===== src/rtl/swd_oob_pkg.sv =====
package swd_oob_pkg;
   localparam int unsigned DEF_CNT_W     = 8;
   localparam int unsigned DEF_RESET_MIN = 50;
   localparam int unsigned DEF_SEQ_W     = 16;
   localparam logic [15:0] DEF_SEQ_VAL   = 16'hE79E;

   // One sampled debug-clock rising edge
   typedef struct packed {
      logic rise;
      logic bit_val;
   } swd_sample_t;
endpackage


===== src/rtl/swd_oob_sampler.sv =====
module swd_oob_sampler
   import swd_oob_pkg::*;
(
   input  logic        clk,
   input  logic        rst_n,
   input  logic        swclk_i,
   input  logic        swdio_i,
   output swd_sample_t smp_o
);
   logic clk_q;

   always_ff @(posedge clk or negedge rst_n) begin
      if (!rst_n) clk_q <= 1'b0;
      else        clk_q <= swclk_i;
   end

   always_comb begin
      smp_o.rise    = swclk_i & ~clk_q;
      smp_o.bit_val = swdio_i;
   end
endmodule


===== src/rtl/swd_oob_run_counter.sv =====
module swd_oob_run_counter
   import swd_oob_pkg::*;
#(
   parameter int unsigned CNT_W     = DEF_CNT_W,
   parameter int unsigned RESET_MIN = DEF_RESET_MIN
) (
   input  logic             clk,
   input  logic             rst_n,
   input  swd_sample_t      smp_i,
   output logic             hit_o,
   output logic [CNT_W-1:0] len_o
);
   localparam logic [CNT_W-1:0] CNT_MAX = {CNT_W{1'b1}};
   localparam logic [CNT_W-1:0] THRESH  = CNT_W'(RESET_MIN);

   logic [CNT_W-1:0] cnt_q;

   always_ff @(posedge clk or negedge rst_n) begin
      if (!rst_n) begin
         cnt_q <= '0;
      end else if (smp_i.rise) begin
         if (!smp_i.bit_val)        cnt_q <= '0;
         else if (cnt_q != CNT_MAX) cnt_q <= cnt_q + 1'b1;
      end
   end

   assign hit_o = smp_i.rise & ~smp_i.bit_val & (cnt_q >= THRESH);
   assign len_o = cnt_q;
endmodule


===== src/rtl/swd_oob_seq_matcher.sv =====
module swd_oob_seq_matcher
   import swd_oob_pkg::*;
#(
   parameter int unsigned     SEQ_W     = DEF_SEQ_W,
   parameter logic [SEQ_W-1:0] SEQ_VAL  = SEQ_W'(DEF_SEQ_VAL),
   parameter bit              LSB_FIRST = 1'b1
) (
   input  logic        clk,
   input  logic        rst_n,
   input  swd_sample_t smp_i,
   input  logic        restart_i,
   output logic        match_o
);
   localparam int unsigned FILL_W = $clog2(SEQ_W + 1);
   localparam logic [FILL_W-1:0] FILL_FULL = FILL_W'(SEQ_W);

   logic [SEQ_W-1:0]  hist_q, hist_d, shifted, seeded;
   logic [FILL_W-1:0] fill_q, fill_d;

   generate
      if (LSB_FIRST) begin : g_lsb
         assign shifted = {smp_i.bit_val, hist_q[SEQ_W-1:1]};
         assign seeded  = {smp_i.bit_val, {(SEQ_W-1){1'b0}}};
      end else begin : g_msb
         assign shifted = {hist_q[SEQ_W-2:0], smp_i.bit_val};
         assign seeded  = {{(SEQ_W-1){1'b0}}, smp_i.bit_val};
      end
   endgenerate

   always_comb begin
      hist_d = hist_q;
      fill_d = fill_q;
      if (smp_i.rise) begin
         if (restart_i) begin
            hist_d = seeded;
            fill_d = FILL_W'(1);
         end else begin
            hist_d = shifted;
            if (fill_q != FILL_FULL) fill_d = fill_q + 1'b1;
         end
      end
   end

   always_ff @(posedge clk or negedge rst_n) begin
      if (!rst_n) begin
         hist_q <= '0;
         fill_q <= '0;
      end else begin
         hist_q <= hist_d;
         fill_q <= fill_d;
      end
   end

   assign match_o = smp_i.rise & (fill_d == FILL_FULL) & (hist_d == SEQ_VAL);
endmodule


===== src/rtl/swd_oob_detect.sv =====
module swd_oob_detect
   import swd_oob_pkg::*;
#(
   parameter int unsigned      CNT_W     = DEF_CNT_W,
   parameter int unsigned      RESET_MIN = DEF_RESET_MIN,
   parameter int unsigned      SEQ_W     = DEF_SEQ_W,
   parameter logic [SEQ_W-1:0] SEQ_VAL   = SEQ_W'(DEF_SEQ_VAL),
   parameter bit               LSB_FIRST = 1'b1
) (
   input  logic             clk,
   input  logic             rst_n,
   input  logic             swclk_i,
   input  logic             swdio_i,
   output logic             line_reset_o,
   output logic             select_o,
   output logic [CNT_W-1:0] run_len_o
);
   generate
      if (RESET_MIN < 1 || RESET_MIN > (2**CNT_W) - 1) begin : g_bad_thresh
         $error("RESET_MIN must lie in 1 .. 2**CNT_W-1");
      end
      if (SEQ_W < 2) begin : g_bad_seq
         $error("SEQ_W must be at least 2");
      end
   endgenerate

   swd_sample_t      smp;
   logic             hit, match;
   logic [CNT_W-1:0] len;

   swd_oob_sampler u_smp (
      .clk     (clk),
      .rst_n   (rst_n),
      .swclk_i (swclk_i),
      .swdio_i (swdio_i),
      .smp_o   (smp)
   );

   swd_oob_run_counter #(.CNT_W(CNT_W), .RESET_MIN(RESET_MIN)) u_run (
      .clk   (clk),
      .rst_n (rst_n),
      .smp_i (smp),
      .hit_o (hit),
      .len_o (len)
   );

   swd_oob_seq_matcher #(.SEQ_W(SEQ_W), .SEQ_VAL(SEQ_VAL), .LSB_FIRST(LSB_FIRST)) u_seq (
      .clk       (clk),
      .rst_n     (rst_n),
      .smp_i     (smp),
      .restart_i (hit),
      .match_o   (match)
   );

   always_ff @(posedge clk or negedge rst_n) begin
      if (!rst_n) begin
         line_reset_o <= 1'b0;
         select_o     <= 1'b0;
         run_len_o    <= '0;
      end else begin
         line_reset_o <= hit;
         select_o     <= match & ~hit;
         if (hit) run_len_o <= len;
      end
   end
endmodule


===== config.mk =====
export PLATFORM = sky130hd
export DESIGN_NAME = swd_oob_detect
export DESIGN_NICKNAME = d
export VERILOG_FILES = /design/src/rtl/swd_oob_pkg.sv /design/src/rtl/swd_oob_sampler.sv /design/src/rtl/swd_oob_run_counter.sv /design/src/rtl/swd_oob_seq_matcher.sv /design/src/rtl/swd_oob_detect.sv
export SDC_FILE = /design/constraint.sdc
export NUM_CORES = 1
export LEC_CHECK = 0
export ABC_CLOCK_PERIOD_IN_PS = 2080
export BUFFER_PORTS_ARGS = -buffer_cell sky130_fd_sc_hd__buf_2
export CAP_MARGIN = 20
export CORE_MARGIN = 1.5
export CORE_UTILIZATION = 55
export CTS_BUF_LIST = sky130_fd_sc_hd__clkbuf_16
export DETAILED_ROUTE_END_ITERATION = 12
export GPL_TIMING_DRIVEN = 0
export HOLD_SLACK_MARGIN = 0.12
export PLACE_DENSITY = 0.74
export SYNTH_ARGS = -nofsm -noshare
export SYNTH_HDL_FRONTEND = slang
export SYNTH_SLANG_ARGS = --single-unit

===== constraint.sdc =====
create_clock -name clk -period 2.08 [get_ports clk]
set_input_delay 0.208 -clock clk [delete_from_list [all_inputs] [get_ports clk]]
set_output_delay 0.208 -clock clk [all_outputs]
set_load 0.005 [all_outputs]

==> impl_metrics.tcl <==
set metrics [dict create \
    status "complete, no violations" \
    cts_tree "built" \
    final_hold_viol_count 0 \
    synth_nets 196 \
    coreArea_mm2 0.003311 \
    critPathMaxFanout 4 \
    cts.path.max_buffers 2 \
    synth_edf_count 0 \
    grt_max_degree 40 \
    drc 0 \
    max_freq_mhz 505.9 \
    vias 1443 \
    grt_pass1_vias 1389 \
    critPathKind "register to register" \
    chipHeight_um 61.50 \
    via_per_inst 5.615 \
    ios 14 \
    clk_pin_slew_ps 50 \
    grt_remaining_overflow 0 \
    slew_headroom 0.4327 \
    fin_skew_ps 5.754 \
    ff_latch_area_um2 975.9 \
    gp_congestion 0.8752 \
    ctsRootBufferMaster "clkbuf_16" \
    synth_area_leaders "dfrtp_1, nand2_1, a21oi_1, mux2_2, ha_1" \
    detail-route-antenna-nets 0 \
    async_flop_share 1.000 \
    drive_above_1_share 0.1991 \
    yosysTopAreaCell "dfrtp_1" \
    period_needed_ps 1977 \
    yosysMostFrequentCell "nand2_1" \
    cts.sinks 39 \
    setup_viol 0 \
    n_fill_cell 305 \
    fin_cells 257 \
    grt_pass1_wl_mm 6.072 \
    place_inst 246 \
    htree_levels 2 \
    area_delta_synth_final_pct 15.63 \
    hp-class "primary input to register" \
    p_leak_nw 1.019 \
    worst_pin_slew_ps 850.9 \
    grt_usage 0.2237 \
    p_per_area_mw_per_mm2 967.1 \
    die_w_um 61.50 \
    syn_inst 188 \
    die_area_mm2 0.003782 \
    portBuffers 12 \
    totalWireLength_mm 3.716 \
    syn_area_mm2 0.001882 \
    cp-end-kind "register" \
    netlist_top_cells_count "nand2_1, dfrtp_1, a21oi_1" \
    grt_antenna_before_repair 0 \
    maxCapViolCount 0 \
    seq_area_frac_synth 0.5186 \
    finalCritPeriodShare 0.9503 \
    maxSlewViolCount 0 \
    ys_types 42 \
    ir_worst_vdd_mv 0.6777 \
    yosysWarnings 0 \
    ys_ff_latch 39 \
    multi_input_area_um2 800.8 \
    fp-row-count 21 \
    crit_path_start_kind "register" \
    cts_inserted_buffers 5 \
    grt_setup_unrepaired "false" \
    dp_hpwl_mm 2.603 \
    synth_flop_cell "dfrtp_1" \
    drt-wirelength-per-cell_um 14.46 \
    p_total_mw 2.104 \
    final_nets 219 \
    syn_avg_cell_area_um2 10.01 \
    worstSkewPairLatency_ps 280 \
    critPathArrivalTime_ps 2140 \
    n_antenna_cell 0 \
    crit_required_ps 2240 \
    dr.pass1.iters 4 \
    synth_top_area_frac 0.5186 \
    drtIter0Drc 67 \
    start_util 0.5684 \
]
[placed cells by master, fill, tap and decap left out, types with 2 or more instances in the layout]
cell type / Yosys / routed
dlygate4sd3_1: 0 / 2
nand2b_1: 2 / 2
ha_1: 4 / 4
nor2_1: 7 / 7
buf_4: 0 / 2
and3_1: 2 / 2
o211ai_1: 2 / 2
a21oi_1: 22 / 22
or3_1: 2 / 2
nand3_1: 2 / 2
nor3_1: 2 / 2
a22o_2: 2 / 2
clkbuf_16: 0 / 5
clkbuf_1: 7 / 6
buf_2: 1 / 13
mux2_2: 6 / 6
dfrtp_1: 39 / 39
a31o_2: 3 / 3
nand2_1: 40 / 40
nand4_1: 7 / 7
o21ai_0: 6 / 6
inv_1: 9 / 9
[power by group]
| group | switching, mW | total, mW | internal (mW) |
|---|---|---|---|
| Combinational | 0.191 | 0.365 | 0.174 |
| Sequential | 0.139 | 1.04 | 0.901 |
| Clock | 0.270 | 0.700 | 0.430 |
[through the flow]
step	utilization	hold WS, ps	worst slack [ps]	TNS [ps]	area (um2)
after floorplan	-	-87.59	220.1	0	1882
after global placement	0.6039	346.1	39.57	0	1999
after detailed placement	0.6039	355.3	-45.76	-49.84	1999
after CTS	0.6550	232.2	69.04	0	2168
after global routing	0.6572	280.7	21.41	0	2176
final	0.6572	242.8	103.4	0	2176
[final timing paths]
| path | startpoint | slack, ps | endpoint | depth (start not counted) |
|---|---|---|---|---|
| worst max-delay path | u_run.len_o[0] | 100 | run_len_o[1] | 6 |
| worst min-delay path | swdio_i | 240 | u_run.len_o[0] | 3 |
| worst max register to register | u_run.len_o[0] | 100 | run_len_o[1] | 6 |
| worst min register to register | run_len_o[2] | 500 | run_len_o[2] | 1 |
| max in group asynchronous | rst_n | 970 | run_len_o[6] | 2 |
| min in group asynchronous | rst_n | 570 | select_o | 2 |
[repair_timing]
action                                 in CTS  in global routing
pin swaps                                   1                  0
buffers inserted                            2                  0
resized for setup                           0                  3
setup endpoints to repair                   6                 13
hold buffers                                2                  0
endpoints found under the hold margin      40                  0
[state kept, by name, summed over array words and instances (netlist names)]
name,cells
line_reset_o,1
run_len_o,8
select_o,1
u_run.len_o,8
u_seq.fill_q,5
u_seq.hist_q,15
u_smp.clk_q,1
[layout make-up]
type / instances / share of cell area
sequential: 39 / 0.4485
multi-input combinational: 130 / 0.3680
clock buffer: 5 / 0.05750
timing repair buffer: 16 / 0.04370
buffer: 10 / 0.03623
tap: 46 / 0.02645
inverter: 9 / 0.01553
clock inverter: 2 / 0.004025
[kinds of logic after synthesis]
kind of cell / Yosys count / synth area share
flip-flops: 39 / 0.5186
buffers and inverters: 19 / 0.05917
XOR/XNOR: 2 / 0.009310
AND/OR/NAND/NOR: 74 / 0.1935
adder cells (fa/ha/maj): 4 / 0.02660
AO/OA/AOI/OAI: 44 / 0.1569
multiplexers: 6 / 0.03590
[critical path: stages, from the launching register on]
cell	delay (ps)
dfrtp_1	390
inv_1	90
ha_1	200
or4_4	430
o211ai_4	240
buf_4	180
mux2_2	330
[layer usage]
metal	track usage	routed length, um
met5	0	0
met4	0.09422	50
met3	0.06933	158
met1	0.2446	1505
met2	0.3985	2001
No activity file was read; power rests on OpenSTA's default activity.
